[src/rtl/cbr_pkg.sv]
// Shared types for the compact branch resolution unit.
// Assumes a 32-bit instruction word with opcode in bits 31:26.
package cbr_pkg;

    localparam int INSN_W  = 32;
    localparam int OPC_W   = 6;
    localparam int REGN_W  = 5;
    localparam int OFFS_W  = 26;
    localparam int OPC_LSB = INSN_W - OPC_W;
    localparam int RS_LSB  = OPC_LSB - REGN_W;
    localparam int RT_LSB  = RS_LSB - REGN_W;

    // Kind of control transfer an instruction performs
    typedef enum logic [1:0] {
        XF_NONE,
        XF_DELAYED,
        XF_COMPACT,
        XF_JUMP
    } xfer_e;

    // Condition evaluated on the operands
    typedef enum logic [4:0] {
        C_NEVER,
        C_ALWAYS,
        C_RS_LEZ,
        C_RS_GTZ,
        C_RT_LEZ,
        C_RT_GEZ,
        C_RT_GTZ,
        C_RT_LTZ,
        C_GEU,
        C_LTU,
        C_GES,
        C_LTS,
        C_OVF,
        C_NOVF,
        C_RT_EQZ,
        C_RT_NEZ,
        C_EQ,
        C_NE,
        C_RS_EQZ,
        C_RS_NEZ,
        C_FP_CLR,
        C_FP_SET
    } cond_e;

    // Which offset field forms the branch target
    typedef enum logic [1:0] {
        OFS_16,
        OFS_21,
        OFS_26
    } ofs_e;

    typedef struct packed {
        xfer_e xfer;
        cond_e cond;
        ofs_e  ofs;
        logic  link;
    } plan_t;

endpackage

[src/rtl/cbr_decode.sv]
// Instruction classifier: maps opcode, register numbers and mode onto a
// transfer plan (kind, condition, offset field, link). Purely combinational.
// Assumes the opcode values given as parameters are distinct.
module cbr_decode
    import cbr_pkg::*;
#(
    parameter logic [OPC_W-1:0] OP_LEZ_GRP  = 6'd6,
    parameter logic [OPC_W-1:0] OP_GTZ_GRP  = 6'd7,
    parameter logic [OPC_W-1:0] OP_LEZL_GRP = 6'd22,
    parameter logic [OPC_W-1:0] OP_GTZL_GRP = 6'd23,
    parameter logic [OPC_W-1:0] OP_OVF_GRP  = 6'd8,
    parameter logic [OPC_W-1:0] OP_NOVF_GRP = 6'd24,
    parameter logic [OPC_W-1:0] OP_EQZ_GRP  = 6'd54,
    parameter logic [OPC_W-1:0] OP_NEZ_GRP  = 6'd62,
    parameter logic [OPC_W-1:0] OP_BR26     = 6'd50,
    parameter logic [OPC_W-1:0] OP_BRL26    = 6'd58,
    parameter logic [OPC_W-1:0] OP_FPU      = 6'd17,
    parameter logic [REGN_W-1:0] FP_SUB_CLR = 5'd9,
    parameter logic [REGN_W-1:0] FP_SUB_SET = 5'd13
) (
    input  logic [OPC_W-1:0]  opcode,
    input  logic [REGN_W-1:0] rs_num,
    input  logic [REGN_W-1:0] rt_num,
    input  logic              legacy_mode,
    output plan_t             plan
);

    logic rs_zero, rt_zero, same_reg, rs_ge_rt, old_form;

    // Relations between the two register numbers that select variants
    always_comb begin
        rs_zero  = (rs_num == '0);
        rt_zero  = (rt_num == '0);
        same_reg = (rs_num == rt_num);
        rs_ge_rt = (rs_num >= rt_num);
        old_form = legacy_mode || rt_zero;
    end

    // Classification of the instruction into a transfer plan
    always_comb begin
        plan = '{xfer: XF_NONE, cond: C_NEVER, ofs: OFS_16, link: 1'b0};
        case (opcode)
            OP_LEZ_GRP: begin
                if (old_form) begin
                    plan.xfer = XF_DELAYED;
                    plan.cond = C_RS_LEZ;
                end else begin
                    plan.xfer = XF_COMPACT;
                    if (rs_zero) begin
                        plan.cond = C_RT_LEZ;
                        plan.link = 1'b1;
                    end else if (same_reg) begin
                        plan.cond = C_RT_GEZ;
                        plan.link = 1'b1;
                    end else begin
                        plan.cond = C_GEU;
                    end
                end
            end
            OP_GTZ_GRP: begin
                if (old_form) begin
                    plan.xfer = XF_DELAYED;
                    plan.cond = C_RS_GTZ;
                end else begin
                    plan.xfer = XF_COMPACT;
                    if (rs_zero) begin
                        plan.cond = C_RT_GTZ;
                        plan.link = 1'b1;
                    end else if (same_reg) begin
                        plan.cond = C_RT_LTZ;
                        plan.link = 1'b1;
                    end else begin
                        plan.cond = C_LTU;
                    end
                end
            end
            OP_LEZL_GRP: begin
                if (legacy_mode) begin
                    plan.xfer = XF_DELAYED;
                    plan.cond = C_RS_LEZ;
                    plan.link = 1'b1;
                end else if (!rt_zero) begin
                    plan.xfer = XF_COMPACT;
                    if (rs_zero)       plan.cond = C_RT_LEZ;
                    else if (same_reg) plan.cond = C_RT_GEZ;
                    else               plan.cond = C_GES;
                end
            end
            OP_GTZL_GRP: begin
                if (legacy_mode) begin
                    plan.xfer = XF_DELAYED;
                    plan.cond = C_RS_GTZ;
                    plan.link = 1'b1;
                end else if (!rt_zero) begin
                    plan.xfer = XF_COMPACT;
                    if (rs_zero)       plan.cond = C_RT_GTZ;
                    else if (same_reg) plan.cond = C_RT_LTZ;
                    else               plan.cond = C_LTS;
                end
            end
            OP_OVF_GRP: begin
                if (!legacy_mode) begin
                    plan.xfer = XF_COMPACT;
                    if (rs_ge_rt) begin
                        plan.cond = C_OVF;
                    end else if (rs_zero) begin
                        plan.cond = C_RT_EQZ;
                        plan.link = 1'b1;
                    end else begin
                        plan.cond = C_EQ;
                    end
                end
            end
            OP_NOVF_GRP: begin
                if (!legacy_mode) begin
                    plan.xfer = XF_COMPACT;
                    if (rs_ge_rt) begin
                        plan.cond = C_NOVF;
                    end else if (rs_zero) begin
                        plan.cond = C_RT_NEZ;
                        plan.link = 1'b1;
                    end else begin
                        plan.cond = C_NE;
                    end
                end
            end
            OP_EQZ_GRP: begin
                if (rs_zero) begin
                    plan.xfer = XF_JUMP;
                    plan.cond = C_ALWAYS;
                end else begin
                    plan.xfer = XF_COMPACT;
                    plan.cond = C_RS_EQZ;
                    plan.ofs  = OFS_21;
                end
            end
            OP_NEZ_GRP: begin
                if (rs_zero) begin
                    plan.xfer = XF_JUMP;
                    plan.cond = C_ALWAYS;
                    plan.link = 1'b1;
                end else begin
                    plan.xfer = XF_COMPACT;
                    plan.cond = C_RS_NEZ;
                    plan.ofs  = OFS_21;
                end
            end
            OP_BR26, OP_BRL26: begin
                plan.xfer = XF_COMPACT;
                plan.cond = C_ALWAYS;
                plan.ofs  = OFS_26;
                plan.link = (opcode == OP_BRL26);
            end
            OP_FPU: begin
                if (rs_num == FP_SUB_CLR) begin
                    plan.xfer = XF_DELAYED;
                    plan.cond = C_FP_CLR;
                end else if (rs_num == FP_SUB_SET) begin
                    plan.xfer = XF_DELAYED;
                    plan.cond = C_FP_SET;
                end
            end
            default: ;
        endcase
    end

endmodule

[src/rtl/cbr_cond.sv]
// Condition evaluator: computes every operand test once and selects the
// one the plan names. Assumes two's-complement operands of DW bits.
module cbr_cond
    import cbr_pkg::*;
#(
    parameter int DW = 32
) (
    input  cond_e         cond,
    input  logic [DW-1:0] rs_val,
    input  logic [DW-1:0] rt_val,
    input  logic          fpr_lsb,
    output logic          cond_true
);

    localparam int MSB = DW - 1;

    logic          rs_neg, rt_neg, rs_z, rt_z;
    logic [DW-1:0] sum;
    logic          add_ovf, equal, geu, ges;

    // Sign, zero and relational flags shared by all conditions
    always_comb begin
        rs_neg  = rs_val[MSB];
        rt_neg  = rt_val[MSB];
        rs_z    = (rs_val == '0);
        rt_z    = (rt_val == '0);
        equal   = (rs_val == rt_val);
        geu     = (rs_val >= rt_val);
        ges     = ($signed(rs_val) >= $signed(rt_val));
        sum     = rs_val + rt_val;
        add_ovf = (rs_neg == rt_neg) && (sum[MSB] != rs_neg);
    end

    // Selection of the condition named by the plan
    always_comb begin
        case (cond)
            C_ALWAYS: cond_true = 1'b1;
            C_RS_LEZ: cond_true = rs_neg || rs_z;
            C_RS_GTZ: cond_true = !rs_neg && !rs_z;
            C_RT_LEZ: cond_true = rt_neg || rt_z;
            C_RT_GEZ: cond_true = !rt_neg;
            C_RT_GTZ: cond_true = !rt_neg && !rt_z;
            C_RT_LTZ: cond_true = rt_neg;
            C_GEU:    cond_true = geu;
            C_LTU:    cond_true = !geu;
            C_GES:    cond_true = ges;
            C_LTS:    cond_true = !ges;
            C_OVF:    cond_true = add_ovf;
            C_NOVF:   cond_true = !add_ovf;
            C_RT_EQZ: cond_true = rt_z;
            C_RT_NEZ: cond_true = !rt_z;
            C_EQ:     cond_true = equal;
            C_NE:     cond_true = !equal;
            C_RS_EQZ: cond_true = rs_z;
            C_RS_NEZ: cond_true = !rs_z;
            C_FP_CLR: cond_true = !fpr_lsb;
            C_FP_SET: cond_true = fpr_lsb;
            default:  cond_true = 1'b0;
        endcase
    end

endmodule

[src/rtl/cbr_target.sv]
// Target and link generator: forms the three PC-relative targets, the
// indirect jump target and the sequential addresses, then picks next PC,
// link and slot flags from the plan and the evaluated condition.
// Assumes 4-byte instructions.
module cbr_target
    import cbr_pkg::*;
#(
    parameter int DW = 32
) (
    input  plan_t             plan,
    input  logic              cond_true,
    input  logic [DW-1:0]     pc,
    input  logic [DW-1:0]     rt_val,
    input  logic [OFFS_W-1:0] offs,
    output logic              taken,
    output logic [DW-1:0]     next_pc,
    output logic              link_we,
    output logic [DW-1:0]     link_value,
    output logic              has_delay_slot,
    output logic              forbidden_slot
);

    localparam int N_OFS      = 3;
    localparam int INSN_BYTES = 4;

    logic [DW-1:0] seq4, seq8, jump_tgt;
    logic [DW-1:0] rel_tgt [N_OFS];

    // Sequential successors and the unshifted indirect jump target
    always_comb begin
        seq4     = pc + DW'(INSN_BYTES);
        seq8     = pc + DW'(2 * INSN_BYTES);
        jump_tgt = rt_val + {{(DW-16){offs[15]}}, offs[15:0]};
    end

    // One PC-relative adder per offset width
    for (genvar g = 0; g < N_OFS; g++) begin : g_rel
        localparam int W = (g == 0) ? 16 : ((g == 1) ? 21 : 26);
        logic [DW-1:0] ext;
        always_comb begin
            ext        = {{(DW-W){offs[W-1]}}, offs[W-1:0]};
            rel_tgt[g] = seq4 + (ext << 2);
        end
    end

    // Final selection of transfer results
    always_comb begin
        taken          = (plan.xfer != XF_NONE) && cond_true;
        has_delay_slot = (plan.xfer == XF_DELAYED);
        forbidden_slot = (plan.xfer == XF_COMPACT) || (plan.xfer == XF_JUMP);
        link_we        = plan.link && taken;
        link_value     = '0;
        if (link_we) link_value = has_delay_slot ? seq8 : seq4;
        case (plan.xfer)
            XF_DELAYED: next_pc = taken ? rel_tgt[0] : seq8;
            XF_COMPACT: begin
                if (!taken)                   next_pc = seq4;
                else if (plan.ofs == OFS_26)  next_pc = rel_tgt[2];
                else if (plan.ofs == OFS_21)  next_pc = rel_tgt[1];
                else                          next_pc = rel_tgt[0];
            end
            XF_JUMP:    next_pc = jump_tgt;
            default:    next_pc = seq4;
        endcase
    end

endmodule

[src/rtl/cbr_unit.sv]
// Compact branch resolution unit (top). Decodes one instruction per cycle,
// evaluates its condition, and registers taken, next PC, link and slot
// flags; results appear one cycle after in_valid. Assumes operands are
// already read from the register files.
module cbr_unit
    import cbr_pkg::*;
#(
    parameter int DW = 32,
    parameter logic [OPC_W-1:0] OP_LEZ_GRP  = 6'd6,
    parameter logic [OPC_W-1:0] OP_GTZ_GRP  = 6'd7,
    parameter logic [OPC_W-1:0] OP_LEZL_GRP = 6'd22,
    parameter logic [OPC_W-1:0] OP_GTZL_GRP = 6'd23,
    parameter logic [OPC_W-1:0] OP_OVF_GRP  = 6'd8,
    parameter logic [OPC_W-1:0] OP_NOVF_GRP = 6'd24,
    parameter logic [OPC_W-1:0] OP_EQZ_GRP  = 6'd54,
    parameter logic [OPC_W-1:0] OP_NEZ_GRP  = 6'd62,
    parameter logic [OPC_W-1:0] OP_BR26     = 6'd50,
    parameter logic [OPC_W-1:0] OP_BRL26    = 6'd58,
    parameter logic [OPC_W-1:0] OP_FPU      = 6'd17
) (
    input  logic              clk,
    input  logic              rst_n,
    input  logic              in_valid,
    input  logic [INSN_W-1:0] instr,
    input  logic [DW-1:0]     rs_val,
    input  logic [DW-1:0]     rt_val,
    input  logic              fpr_lsb,
    input  logic [DW-1:0]     pc,
    input  logic              legacy_mode,
    output logic              out_valid,
    output logic              taken,
    output logic [DW-1:0]     next_pc,
    output logic              link_we,
    output logic [DW-1:0]     link_value,
    output logic              has_delay_slot,
    output logic              forbidden_slot
);

    plan_t         plan;
    logic          cond_true;
    logic          c_taken, c_link_we, c_dly, c_fbd;
    logic [DW-1:0] c_next, c_link;

    cbr_decode #(
        .OP_LEZ_GRP (OP_LEZ_GRP),  .OP_GTZ_GRP (OP_GTZ_GRP),
        .OP_LEZL_GRP(OP_LEZL_GRP), .OP_GTZL_GRP(OP_GTZL_GRP),
        .OP_OVF_GRP (OP_OVF_GRP),  .OP_NOVF_GRP(OP_NOVF_GRP),
        .OP_EQZ_GRP (OP_EQZ_GRP),  .OP_NEZ_GRP (OP_NEZ_GRP),
        .OP_BR26    (OP_BR26),     .OP_BRL26   (OP_BRL26),
        .OP_FPU     (OP_FPU)
    ) u_dec (
        .opcode     (instr[OPC_LSB +: OPC_W]),
        .rs_num     (instr[RS_LSB +: REGN_W]),
        .rt_num     (instr[RT_LSB +: REGN_W]),
        .legacy_mode(legacy_mode),
        .plan       (plan)
    );

    cbr_cond #(.DW(DW)) u_cond (
        .cond     (plan.cond),
        .rs_val   (rs_val),
        .rt_val   (rt_val),
        .fpr_lsb  (fpr_lsb),
        .cond_true(cond_true)
    );

    cbr_target #(.DW(DW)) u_tgt (
        .plan          (plan),
        .cond_true     (cond_true),
        .pc            (pc),
        .rt_val        (rt_val),
        .offs          (instr[OFFS_W-1:0]),
        .taken         (c_taken),
        .next_pc       (c_next),
        .link_we       (c_link_we),
        .link_value    (c_link),
        .has_delay_slot(c_dly),
        .forbidden_slot(c_fbd)
    );

    // Result register: capture on in_valid, valid strobe follows in_valid
    always_ff @(posedge clk) begin
        if (!rst_n) begin
            out_valid      <= 1'b0;
            taken          <= 1'b0;
            next_pc        <= '0;
            link_we        <= 1'b0;
            link_value     <= '0;
            has_delay_slot <= 1'b0;
            forbidden_slot <= 1'b0;
        end else begin
            out_valid <= in_valid;
            if (in_valid) begin
                taken          <= c_taken;
                next_pc        <= c_next;
                link_we        <= c_link_we;
                link_value     <= c_link;
                has_delay_slot <= c_dly;
                forbidden_slot <= c_fbd;
            end
        end
    end


    valid_follow_chk: assert property (@(posedge clk) disable iff (!rst_n)
        in_valid |=> out_valid);


    compact_seq_chk: assert property (@(posedge clk) disable iff (!rst_n)
        (out_valid && forbidden_slot && !taken) |-> (next_pc == $past(pc) + DW'(4)));


    slot_excl_chk: assert property (@(posedge clk) disable iff (!rst_n)
        out_valid |-> !(has_delay_slot && forbidden_slot));


    compact_link_chk: assert property (@(posedge clk) disable iff (!rst_n)
        (out_valid && link_we && forbidden_slot) |-> (link_value == $past(pc) + DW'(4)));


    link_taken_chk: assert property (@(posedge clk) disable iff (!rst_n)
        (out_valid && link_we) |-> taken);


    delayed_seq_chk: assert property (@(posedge clk) disable iff (!rst_n)
        (out_valid && has_delay_slot && !taken) |-> (next_pc == $past(pc) + DW'(8)));


    delayed_link_chk: assert property (@(posedge clk) disable iff (!rst_n)
        (out_valid && link_we && has_delay_slot) |-> (link_value == $past(pc) + DW'(8)));

endmodule

[config.mk]
export PLATFORM = sky130hd
export DESIGN_NAME = cbr_unit
export DESIGN_NICKNAME = d
export VERILOG_FILES = /design/src/rtl/cbr_pkg.sv /design/src/rtl/cbr_decode.sv /design/src/rtl/cbr_cond.sv /design/src/rtl/cbr_target.sv /design/src/rtl/cbr_unit.sv
export SDC_FILE = /design/constraint.sdc
export NUM_CORES = 1
export LEC_CHECK = 0
export BUFFER_PORTS_ARGS = -buffer_cell sky130_fd_sc_hd__buf_2
export CAP_MARGIN = 30
export CORE_MARGIN = 2
export CORE_UTILIZATION = 54
export DETAILED_ROUTE_END_ITERATION = 16
export GPL_TIMING_DRIVEN = 0
export PLACE_DENSITY = 0.82
export SYNTH_ARGS = -nofsm -noshare
export SYNTH_HDL_FRONTEND = slang
export SYNTH_HIERARCHICAL = 1
export SYNTH_SLANG_ARGS = --single-unit
[constraint.sdc]
create_clock -name clk -period 4.1 [get_ports clk]
set_input_delay 0.205 -clock clk [delete_from_list [all_inputs] [get_ports clk]]
set_output_delay 0.205 -clock clk [all_outputs]
set_load 0.005 [all_outputs]
==> impl_metrics.py <==
metrics = {
    "floorplan": {
        "fp.dieH_um": 157,
        "die_area_mm2": 0.0245,
        "core_mm2": 0.0228,
        "die_width_um": 157,
        "rows": 55,
        "io_pins": 202,
        "start_util": 0.553,
    },
    "place": {
        "hpwl_mm": 37.4,
        "place_area_mm2": 0.0140,
        "numPortBuffers": 182,
        "place_congestion": 1.01,
    },
    "global_routing": {
        "grt_pass1_wl_mm": 71.8,
        "grt-ovfl-total": 0,
        "grt_max_degree": 37,
        "gr-usage-all-layers": 0.371,
        "first_global_vias": 13370,
        "antenna_found_initial": 1,
    },
    "sta": {
        "slew_violations": 0,
        "timing.final.ws_setup_ns": -0.0197,
        "finalCritPeriodShare": 1.00,
        "worst_slew_pin_slew_ns": 0.959,
        "timing.final.hold_violations": 0,
        "min_period_ns": 4.12,
        "setup_viol": 3,
        "skew_ns": 0,
        "max_freq_mhz": 243,
        "slew_headroom": 0.361,
    },
    "yosys": {
        "ys_seq_area_frac": 0.110,
        "synth_compound_area_frac": 0.261,
        "synthCells": 1725,
        "syn_nets": 2020,
        "yosys.area_share.simple": 0.247,
        "synthArstFlopShare": 0,
        "synthXorXnorAreaFrac": 0.0966,
        "synth_top_family_by_area": "compound AO/OA/AOI/OAI gates",
        "yosys_warnings": 6,
        "synth_most_common_cell": "ha_1",
        "syn_area_mm2": 0.0126,
        "yosys-top-cells-count": "ha_1 (160), a21oi_1 (153), nand2_1 (148)",
        "synthFlopType": "dfxtp_1",
        "synth-adder-area-share": 0.162,
        "ys_seq_elements": 69,
        "ys_top_cells_by_area": "ha_1 (16%), dfxtp_1 (11%), mux2i_1 (6.4%), a21oi_1 (6.1%), xnor2_1 (5.2%)",
        "netlist-cell-type-count": 101,
        "synth-edff-count": 0,
        "synth_top_area_frac": 0.159,
        "muxShareOfSynthArea": 0.0671,
        "syn_avg_cell_area_um2": 7.30,
        "yosysTopAreaCell": "ha_1",
    },
    "worst_setup_path": {
        "path_class": "primary input to flip-flop",
        "crit_path_max_incr_delay_ns": 0.31,
        "worstSetupStartpointType": "primary input",
        "crit_chain": "buf_2 > and3_4 > nand4_4 > nor2_4 > buf_4 > buf_4 > nand2_1 > xnor2_2 > ha_4 > a211o_1 > a21oi_4 > o21ai_0 > a31oi_2 > o211ai_1 > buf_4 > a221oi_2 > xor2_1 > a221oi_1 > a21oi_1 > o21ai_1 > mux2i_1 > nor2b_1",
        "cp_common_cell": "buf_4",
        "worstPathRequired_ns": 4.33,
        "worstPathArrival_ns": 4.35,
        "crit_slowest_cell": "a211o_1",
        "cp-end-kind": "flip-flop",
        "critPathMaxFanout": 6,
    },
    "cells_and_area": {
        "drive_gt1_frac": 0.242,
        "finalNetCount": 2294,
        "final_cell_area_mm2": 0.0160,
        "syn_to_final_growth_pct": 27.2,
    },
    "pwr": {
        "ir_drop_mv": 0.308,
        "leakage_nw": 7.19,
        "p_comb_frac": 0.534,
        "p_clk_frac": 0.253,
        "power_density_mw_per_mm2": 209,
        "p_total_mw": 3.35,
        "p_seq_frac": 0.213,
        "sw_frac_of_total": 0.417,
        "internal_power_mw": 1.96,
        "p_sw_mw": 1.40,
    },
    "drt": {
        "vias": 15220,
        "drt_first_pass_iters": 8,
        "routed_via_density": 6.57,
        "drc": 0,
        "ant_nets": 0,
        "totalWireLength_mm": 49.9,
        "first_iter_violations": 1707,
        "wl_per_cell_um": 21.5,
    },
    "clocking": {
        "cts_htree_levels": 3,
        "ctsHoldBuffers": 0,
        "cts.sinks": 69,
        "clockBufferDepth": 2,
        "cts_tree": "done",
        "cts_root_buf": "clkbuf_16",
        "clock_latency_ns": 0.34,
        "clk_pin_slew_ns": 0.06,
        "cts_buffers": 9,
    },
    "outcome": {
        "status": "finished, violations left",
        "violations": "negative setup slack",
    },
    "hold_path": {
        "min_path_type": "primary input to flip-flop",
    },
    "flow_run": {
        "maxCapViolCount": 0,
    },
}
-- power by group through the flow --
stage / Clock, mW / Combinational, mW / Sequential, mW
after global placement: 0 / 1.47 / 0.726
after global routing: 0.875 / 1.91 / 0.714
final: 0.848 / 1.79 / 0.712
after detailed placement: 0 / 1.50 / 0.726
after floorplan: 0 / 1.03 / 0.727
after CTS: 0.849 / 1.57 / 0.712
-- state kept, by name (all words and copies together) (netlist names) --
| register | cells |
|---|---|
| taken | 1 |
| link_we | 1 |
| link_value | 32 |
| has_delay_slot | 1 |
| next_pc | 32 |
| forbidden_slot | 1 |
| out_valid | 1 |
-- repair_timing --
item | CTS | global route
gates resized for setup | 97 | 167
gates cloned | 0 | 1
pin swaps | 33 | 71
buffers inserted | 33 | 53
setup endpoints to repair | 64 | 58
-- layer usage --
metal | GRT usage | vias up | routed length (um)
met4 | 0.151 | 0 | 2730
met2 | 0.603 | 1059 | 21800
met3 | 0.0798 | 236 | 5590
li1 | - | 6890 | -
met5 | 0 | - | 0
met1 | 0.478 | 7035 | 19800
-- critical path, delay by kind of cell --
kind	cells	cell delay, ns
AO/OA/AOI/OAI	9	1.83
AND/OR/NAND/NOR	5	0.75
buffers and inverters	4	0.65
XOR/XNOR	2	0.49
adder cells (fa/ha/maj)	1	0.26
multiplexers	1	0.15
-- cell usage in the layout, fill, tap and decap left out, drive strengths merged, types with 9 or more instances in the layout --
cell type	count
a211oi	25
a21boi	9
a21o	35
a21oi	156
a31oi	21
and3	26
buf	295
clkbuf	59
dfxtp	69
ha	160
inv	87
mux2i	81
nand2	148
nand2b	11
nand3	53
nand4	33
nor2	136
nor2b	79
nor3	34
nor4	34
o211ai	29
o21a	11
o21ai	85
o21bai	14
o22ai	9
o31ai	14
or3	13
xnor2	75
xor2	63
-- logic make-up after synthesis --
group | after synthesis
adder cells (fa/ha/maj) | 162
AND/OR/NAND/NOR | 607
flip-flops | 69
buffers and inverters | 170
AO/OA/AOI/OAI | 496
XOR/XNOR | 138
multiplexers | 83
-- path summary, 6_finish.rpt --
kind | endpoint | slack (ns) | startpoint | depth (start not counted)
worst min register to register | next_pc[1]$_SDFFE_PN0P_ | 0.51 | next_pc[1]$_SDFFE_PN0P_ | 2
worst max-delay path | next_pc[28]$_SDFFE_PN0P_ | -0.02 | pc[11] | 22
worst min-delay path | link_value[31]$_SDFFE_PN0P_ | 0.19 | rst_n | 2
worst max register to register | next_pc[9]$_SDFFE_PN0P_ | 3.43 | next_pc[9]$_SDFFE_PN0P_ | 2
-- final cells by class --
class,count,area [um^2]
clock buffers,12,236
inverters,90,345
diodes,1,2.50
fillers,1848,6760
clock inverters,4,72.6
flip-flops and latches,69,1380
repair buffers,268,1660
multi-input cells,1486,11400
plain buffers,75,508
well taps,313,392
-- stage by stage --
| step | TNS [ns] | hold slack (ns) | util | instances | setup WS, ns |
|---|---|---|---|---|---|
| floorplan | -0.0428 | 0.463 | - | 1725 | -0.0428 |
| global placement | -69.14 | 0.492 | 0.612 | 2220 | -1.45 |
| detailed placement | -76.71 | 0.501 | 0.612 | 2221 | -1.56 |
| CTS | 0 | 0.182 | 0.655 | 2268 | 0.00225 |
| global route | -0.768 | 0.200 | 0.703 | 2317 | -0.0972 |
| finish | -0.0425 | 0.186 | 0.703 | 2318 | -0.0197 |
(Power assumes the default switching activity.)
